**config.mk**
```make
export PLATFORM = sky130hd
export DESIGN_NAME = flash_write_gate
export DESIGN_NICKNAME = d
export VERILOG_FILES = /design/src/rtl/flash_wq_pkg.sv /design/src/rtl/fwq_sync.sv /design/src/rtl/fwq_deglitch.sv /design/src/rtl/fwq_core.sv /design/src/rtl/flash_write_gate.sv
export SDC_FILE = /design/constraint.sdc
export NUM_CORES = 1
export LEC_CHECK = 0
export BUFFER_PORTS_ARGS = -buffer_cell sky130_fd_sc_hd__buf_2
export CORE_ASPECT_RATIO = 1.75
export CORE_MARGIN = 1.5
export CORE_UTILIZATION = 40
export CTS_BUF_LIST = sky130_fd_sc_hd__clkbuf_4 sky130_fd_sc_hd__clkbuf_8
export DETAILED_ROUTE_END_ITERATION = 8
export GPL_TIMING_DRIVEN = 0
export PLACE_DENSITY_LB_ADDON = 0.15
export SYNTH_ARGS = -nofsm -noshare
export SYNTH_HDL_FRONTEND = slang
export SYNTH_SLANG_ARGS = --single-unit
```
**constraint.sdc**
```tcl
create_clock -name clk -period 4.29 [get_ports clk]
set_clock_uncertainty 0.2 [all_clocks]
set_input_delay 0.2145 -clock clk [delete_from_list [all_inputs] [get_ports clk]]
set_output_delay 0.2145 -clock clk [all_outputs]
set_load 0.05 [all_outputs]
```
**src/rtl/flash_wq_pkg.sv**
```systemverilog
package flash_wq_pkg;
   typedef enum logic {
      QS_IDLE  = 1'b0,
      QS_ARMED = 1'b1
   } qstate_t;

   localparam int unsigned CTL_PINS = 3;
   localparam int unsigned PIN_CE   = 0;
   localparam int unsigned PIN_WE   = 1;
   localparam int unsigned PIN_OE   = 2;
endpackage

```
**src/rtl/fwq_sync.sv**
```systemverilog
module fwq_sync #(
   parameter int unsigned N      = 4,
   parameter int unsigned STAGES = 2
) (
   input  logic         clk,
   input  logic         rst_n,
   input  logic [N-1:0] d,
   output logic [N-1:0] q
);
   if (STAGES < 2) begin : g_bad_stages
      $error("fwq_sync: STAGES must be at least 2");
   end
   if (N < 1) begin : g_bad_width
      $error("fwq_sync: N must be at least 1");
   end

   logic [N-1:0] stg [STAGES];

   for (genvar s = 0; s < STAGES; s++) begin : g_stage
      if (s == 0) begin : g_first
         always_ff @(posedge clk or negedge rst_n) begin
            if (!rst_n) stg[s] <= '0;
            else        stg[s] <= d;
         end
      end else begin : g_next
         always_ff @(posedge clk or negedge rst_n) begin
            if (!rst_n) stg[s] <= '0;
            else        stg[s] <= stg[s-1];
         end
      end
   end

   assign q = stg[STAGES-1];
endmodule

```
**src/rtl/fwq_deglitch.sv**
```systemverilog
module fwq_deglitch #(
   parameter int unsigned MIN_W = 4
) (
   input  logic clk,
   input  logic rst_n,
   input  logic din,
   output logic q
);
   if (MIN_W < 1) begin : g_bad_minw
      $error("fwq_deglitch: MIN_W must be at least 1");
   end

   if (MIN_W == 1) begin : g_pass
      always_ff @(posedge clk or negedge rst_n) begin
         if (!rst_n) q <= 1'b0;
         else        q <= din;
      end
   end else begin : g_count
      localparam int unsigned CW  = $clog2(MIN_W + 1);
      localparam logic [CW-1:0] LIM = CW'(MIN_W - 1);
      logic [CW-1:0] cnt;

      always_ff @(posedge clk or negedge rst_n) begin
         if (!rst_n) begin
            q   <= 1'b0;
            cnt <= '0;
         end else if (din == q) begin
            cnt <= '0;
         end else if (cnt == LIM) begin
            q   <= din;
            cnt <= '0;
         end else begin
            cnt <= cnt + 1'b1;
         end
      end
   end

   // Filter output only moves after its input differed from it.
   assert_hold_R4: assert property (@(posedge clk) disable iff (!rst_n)
      (din == q) |=> $stable(q));
endmodule

```
**src/rtl/fwq_core.sv**
```systemverilog
module fwq_core
   import flash_wq_pkg::*;
#(
   parameter int unsigned AW = 16,
   parameter int unsigned DW = 16
) (
   input  logic          clk,
   input  logic          rst_n,
   input  logic          ce_f,
   input  logic          we_f,
   input  logic          oe_f,
   input  logic          pwr_s,
   input  logic [AW-1:0] addr,
   input  logic [DW-1:0] data,
   output logic          wr_stb,
   output logic [AW-1:0] wr_addr,
   output logic [DW-1:0] wr_data,
   output logic          cmd_rst
);
   qstate_t st;
   logic    blk;
   logic    start_ok, pins_idle, lock;

   assign start_ok  = !ce_f && !we_f && oe_f;
   assign pins_idle = ce_f && we_f && oe_f;
   assign lock      = !pwr_s;

   always_ff @(posedge clk or negedge rst_n) begin
      if (!rst_n) begin
         st      <= QS_IDLE;
         blk     <= 1'b1;
         wr_stb  <= 1'b0;
         wr_addr <= '0;
         wr_data <= '0;
         cmd_rst <= 1'b1;
      end else begin
         wr_stb  <= 1'b0;
         cmd_rst <= lock;
         if (lock) begin
            blk <= 1'b1;
            st  <= QS_IDLE;
         end else begin
            if (pins_idle) blk <= 1'b0;
            unique case (st)
               QS_IDLE: if (start_ok && !blk) st <= QS_ARMED;
               QS_ARMED: begin
                  if (ce_f || we_f) begin
                     wr_stb  <= 1'b1;
                     wr_addr <= addr;
                     wr_data <= data;
                     st      <= QS_IDLE;
                  end else if (!oe_f) begin
                     st <= QS_IDLE;
                  end
               end
               default: st <= QS_IDLE;
            endcase
         end
      end
   end

   assert_arm_cond_R1: assert property (@(posedge clk) disable iff (!rst_n)
      $rose(st == QS_ARMED) |-> $past(start_ok));
   assert_oe_abort_R3: assert property (@(posedge clk) disable iff (!rst_n)
      (st == QS_ARMED && !ce_f && !we_f && !oe_f) |=> (!wr_stb && st == QS_IDLE));
   assert_lock_quiet_R5: assert property (@(posedge clk) disable iff (!rst_n)
      lock |=> (!wr_stb && cmd_rst));
   assert_blk_idle_R7: assert property (@(posedge clk) disable iff (!rst_n)
      (blk && st == QS_IDLE) |=> (st == QS_IDLE));
   assert_cmdrst_clear_R8: assert property (@(posedge clk) disable iff (!rst_n)
      pwr_s |=> !cmd_rst);
   assert_stb_single_R9: assert property (@(posedge clk) disable iff (!rst_n)
      wr_stb |=> !wr_stb);
endmodule

```
**src/rtl/flash_write_gate.sv**
```systemverilog
module flash_write_gate
   import flash_wq_pkg::*;
#(
   parameter int unsigned AW          = 16,
   parameter int unsigned DW          = 16,
   parameter int unsigned MIN_W       = 4,
   parameter int unsigned SYNC_STAGES = 2
) (
   input  logic          clk,
   input  logic          rst_n,
   input  logic          pwr_ok,
   input  logic          ce_n,
   input  logic          we_n,
   input  logic          oe_n,
   input  logic [AW-1:0] addr,
   input  logic [DW-1:0] data,
   output logic          wr_stb,
   output logic [AW-1:0] wr_addr,
   output logic [DW-1:0] wr_data,
   output logic          cmd_rst
);
   localparam int unsigned SYNC_W = CTL_PINS + 1;

   if (AW < 1 || DW < 1) begin : g_bad_bus
      $error("flash_write_gate: AW and DW must be at least 1");
   end

   logic [SYNC_W-1:0]   raw, synced;
   logic [CTL_PINS-1:0] filt;

   assign raw[PIN_CE]   = ce_n;
   assign raw[PIN_WE]   = we_n;
   assign raw[PIN_OE]   = oe_n;
   assign raw[CTL_PINS] = pwr_ok;

   fwq_sync #(.N(SYNC_W), .STAGES(SYNC_STAGES)) u_sync (
      .clk(clk), .rst_n(rst_n), .d(raw), .q(synced)
   );

   for (genvar p = 0; p < CTL_PINS; p++) begin : g_pin
      fwq_deglitch #(.MIN_W(MIN_W)) u_dg (
         .clk(clk), .rst_n(rst_n), .din(synced[p]), .q(filt[p])
      );
   end

   fwq_core #(.AW(AW), .DW(DW)) u_core (
      .clk(clk), .rst_n(rst_n),
      .ce_f(filt[PIN_CE]), .we_f(filt[PIN_WE]), .oe_f(filt[PIN_OE]),
      .pwr_s(synced[CTL_PINS]),
      .addr(addr), .data(data),
      .wr_stb(wr_stb), .wr_addr(wr_addr), .wr_data(wr_data),
      .cmd_rst(cmd_rst)
   );
endmodule

```
======== Word-level counts from Yosys, hierarchy flattened ========
Index checks and enable logic that the tools add are counted.
storage, ports and cells
  register bits ........................... 56
  output and inout port bits .............. 34
  input bits .............................. 38
  logic and storage cells ................. 58
operators by class
  multiplexer cells ....................... 16
  equal/unequal tests ..................... 7
  reduce and logical (&&, ||, !) cells .... 14
  add/subtract/negate cells ............... 3
  bitwise logic cells ..................... 4
operators with widths
  cell                 count
  $mux 3               6
  $add 3x1->3 const B  3
  $eq 3x2->1 const B   3
  $mux 1               9
  $reduce_and 2->1     3
  $logic_and 1x1->1    5
  $logic_not 1->1      4
  $not 1->1            4
  $eq 1x1->1           3
  $reduce_and 3->1     1
  $ne 2x1->1 const B   1
  $pmux 1 s2           1
  $logic_or 1x1->1     1

======== Depth between registers and ports, before layout ========
  depth in word-level cells ............... 7
  mapped depth ............................ 3
  gate-level depth less buffers ........... 3

======== Modules after synthesis ========
From an unflattened synthesis, not the netlist that was laid out.
unflattened totals
  cell total of the unflattened synthesis .. 124
  area total of the unflattened synthesis .. 2097.0 µm²
by module, submodules not included
  module                            cells each  seq. area each (µm²)  instances  area an instance (µm²)
  fwq_core                          79          903.4                 1          1355.0
  fwq_deglitch (g_pin[1].u_dg ...)  11          100.1                 2          166.4
  fwq_sync                          12          200.2                 1          230.2
  fwq_deglitch (g_pin[0].u_dg)      11          100.1                 1          178.9

======== Worst setup path after synthesis ========
Ideal clock, no wire load.
  path kind ............................... flip-flop to flip-flop
  start ................................... reg g_pin[1].u_dg.q
  end ..................................... reg u_core.wr_addr[0]
  clock period less this slack ............ 1531 ps
  path slack .............................. 2759 ps
  data required time ...................... 3965 ps
  buffers on the path ..................... 1
  arrival ................................. 1206 ps
  cell stages (with the launch flop) ...... 4
  cells stage by stage .................... dfrtp_1 > o211ai_4 > buf_6 > mux2_4
between the ends
  cells in the longest elaborated chain, start to end .. 2
RTL lines
  element                     line                RTL
  from (decl)                 fwq_deglitch.sv:7   output logic q
  from (signal assigned)      fwq_deglitch.sv:30  q <= din;
  $logic_or 1x1->1            fwq_core.sv:47      if (ce_f || we_f) begin
  $reduce_and 3->1 (no line)  -
  to (signal assigned)        fwq_core.sv:49      wr_addr <= addr;
  to (decl)                   fwq_core.sv:16      output logic [AW-1:0] wr_addr,
Every way passes these cells.
A chain may end at the register's enable or synchronous reset.

======== Final worst setup path ========
  start ................................... reg g_pin[1].u_dg.q
  end ..................................... reg u_core.wr_addr[14]
The elaborated chain is that of the path after synthesis.

==> impl_metrics.ini <==
[cts]
numClockSinks = 56
postCtsSetupRepairBufs = 0
root_buffer = sky130_fd_sc_hd__clkbuf_8
worst_setup_hold_path_clk_slew_ps = 100
max-clock-path-buffers = 2
cts_inserted_buffers = 5
tritoncts = done
ctsHtreeMaxLevel = 2
clkLatencyLatePin_ps = 300

[run_status]
failed_checks = negative hold slack
outcome = complete, but fails checks

[drt]
route.detailed.drc = 0
vias = 1358
firstDrtPassIters = 4
ant_nets = 0
detail_route.wl_per_cell_um = 14.5
viasPerCell = 4.68
route.final.wire_length_mm = 4.22
drt_first_iter_violations = 16

[setup_path]
startpoint_of_the_lowest_slack_register_to_register_path = g_pin[1].u_dg.q
worst-setup-path-type = reg -> reg
worst_setup_path_end_kind = flip-flop
worstPathMaxFanout = 10
setup.worst_path.start = g_pin[1].u_dg.q
arrival_ps = 1650
category_of_the_worst_setup_path_launch_point = flip-flop
worst-endpoint-required_ps = 4280

[yosys]
synth_top_family_by_area = multiplexers
postSynth.asyncResetShare_pct = 100
netlist_instances = 120
syn-cell-area_um2 = 2140
yosysTopAreaCell = sky130_fd_sc_hd__dfrtp_1
yosysWarningCount = 0
yosys.area_share.xor_xnor_pct = 1.23
synth_flop_cell = sky130_fd_sc_hd__dfrtp_1
synth.top_cells.by_area = sky130_fd_sc_hd__dfrtp_1 (63%), sky130_fd_sc_hd__mux2_4 (20%), sky130_fd_sc_hd__mux2_2 (3.2%), sky130_fd_sc_hd__dfstp_2 (2.5%), sky130_fd_sc_hd__ha_1 (1.8%)
syn-num-nets = 161
synth_fa_ha_area_share_pct = 1.75
ys_seq_elements = 56
seq_area_frac_synth_pct = 65.6
synth_cell_type_count = 16
synthSimpleGateAreaFrac_pct = 4.04
post_synth_mux_area_share_pct = 23.5
number_of_synthesized_flops_with_an_enable_pin = 0
synthDominantCellAreaShare_pct = 63.2
avgSynthCellArea_um2 = 17.8
synth_compound_area_share_pct = 1.75

[timing]
setup_viol = 0
max-slew-margin-rel_pct = 20.2
final_min_period_over_clock_period_pct = 38.7
finalMaxSlewViolations = 0
worst_slack_ps = 2630
final-hold-violation-count = 54
max_slew.worst_pin.slew_ps = 1200
tns_ps = 0
max_clock_freq_mhz = 603
grt_setup_unrepaired = false
period_minus_slack_ps = 1660
hold_slack_ps = -36.7

[final_layout]
most-common-layout-cells = sky130_fd_sc_hd__buf_2 (71), sky130_fd_sc_hd__dfrtp_1 (54), sky130_fd_sc_hd__dlygate4sd3_1 (36)
final_common_cell = sky130_fd_sc_hd__buf_2
num-nets-final = 275
postLayoutCellArea_um2 = 3020
antenna_cells_inserted = 0
drive_gt1_share_pct = 51.1
instances_no_fill = 290
area_growth_syn_to_layout_pct = 41.2

[worst_hold_path]
timing.hold.worst.class = in -> async

[placement]
hpwl_mm = 2.68
placedCellCount = 246
place_ws_ps = 2620
io_buffers = 71
placement.cell_area_um2 = 2560
place_congestion = 0.677

[power_and_ir_drop]
vdd.ir_drop.worst_mv = 0.270
p_leak_nw = 1.56
total_power_mw = 1.17
p_per_area_nw_per_um2 = 388

[die]
start_util_pct = 41.1
floorplan.die.height_um = 99.8
design.die.area_um2 = 5810
dieWidth_um = 58.3
pin_count = 72
design.core.area_um2 = 5210
rows = 35

[global_routing]
gr-usage-all-layers_pct = 16.0
first_pass_grt_wire_length_mm = 7.11
grt_max_degree = 57
grt_pass1_vias = 1504
gr-total-overflow = 0
grt_antenna_before_repair = 0

[job]
drv.max_cap_violation_count = 0
layer usage:
metal | vias up | wire length, um | global-route usage [%]
li1 | 636 | - | -
met1 | 675 | 1560 | 18.8
met2 | 40 | 2410 | 27.4
met3 | 7 | 151 | 3.38
met4 | 0 | 92 | 7.16
met5 | - | 0 | 0
critical path: stages, from the launching register on:
cell and delay, ps:
sky130_fd_sc_hd__dfrtp_1 460, sky130_fd_sc_hd__o211ai_4 340, sky130_fd_sc_hd__buf_6 230, sky130_fd_sc_hd__mux2_4 310
path summary, 6_finish.rpt:
kind                                      endpoint  slack (ps)  cells past startpoint
max in group asynchronous        u_core.wr_addr[9]        3210                      1
worst min register to register         u_sync.q[0]         160                      0
worst min-delay path               g_pin[2].u_dg.q         -40                      1
worst max register to register  u_core.wr_addr[14]        2630                      3
min in group clk                       u_sync.q[0]         160                      0
worst max-delay path            u_core.wr_addr[14]        2630                      3
area by class of cell:
class                   instances  area [um2]
well taps                      55        68.8
clock inverters                 1        7.51
repair buffers                107         716
fillers                       410        2190
inverters                       3        11.3
multi-input cells              58         691
clock buffers                   7        90.1
plain buffers                   3        33.8
flip-flops and latches         56        1400
cell usage after synthesis (all sizes together), types with 2 or more instances:
| library cell | n |
|---|---|
| buf | 3 |
| dfrtp | 54 |
| dfstp | 2 |
| ha | 3 |
| inv | 3 |
| mux2 | 35 |
| nor2b | 4 |
| nor3 | 3 |
| nor3b | 5 |
| xnor2 | 3 |
flip-flops by register name (all words and copies together) (netlist names):
| register | count |
|---|---|
| u_sync.q | 4 |
| u_core.blk | 1 |
| u_core.cmd_rst | 1 |
| g_pin.u_dg.g_count.cnt | 9 |
| u_core.wr_addr | 16 |
| u_core.st | 1 |
| u_core.wr_data | 16 |
| g_pin.u_dg.q | 3 |
| u_sync.stg | 4 |
| u_core.wr_stb | 1 |
power by group:
part	leakage [nW]	total, mW	internal [mW]	switching, mW
Clock	0.0479	0.295	0.138	0.158
Combinational	0.838	0.242	0.117	0.125
Sequential	0.670	0.636	0.589	0.0474
Total	1.56	1.17	0.843	0.330
repair_timing:
| action | in CTS | in global routing |
|---|---|---|
| endpoints found under the hold margin | 36 | 0 |
| resized for setup | 0 | 0 |
| endpoints found under the setup margin | 0 | 0 |
| hold buffers | 36 | 0 |
stage by stage:
step	utilization [%]	hold slack, ps
CTS	58.0	1.06
detailed placement	49.2	124
global route	58.0	64.4
finish	58.0	-36.7
global placement	49.2	126
floorplan	-	-281
cells by family after synthesis:
family | count (synthesis)
buf+inv | 6
flops | 56
fa+ha+maj | 3
simple gates | 14
xor+xnor | 3
mux | 35
compound gates | 3
No activity file was read; power rests on OpenSTA's default activity.
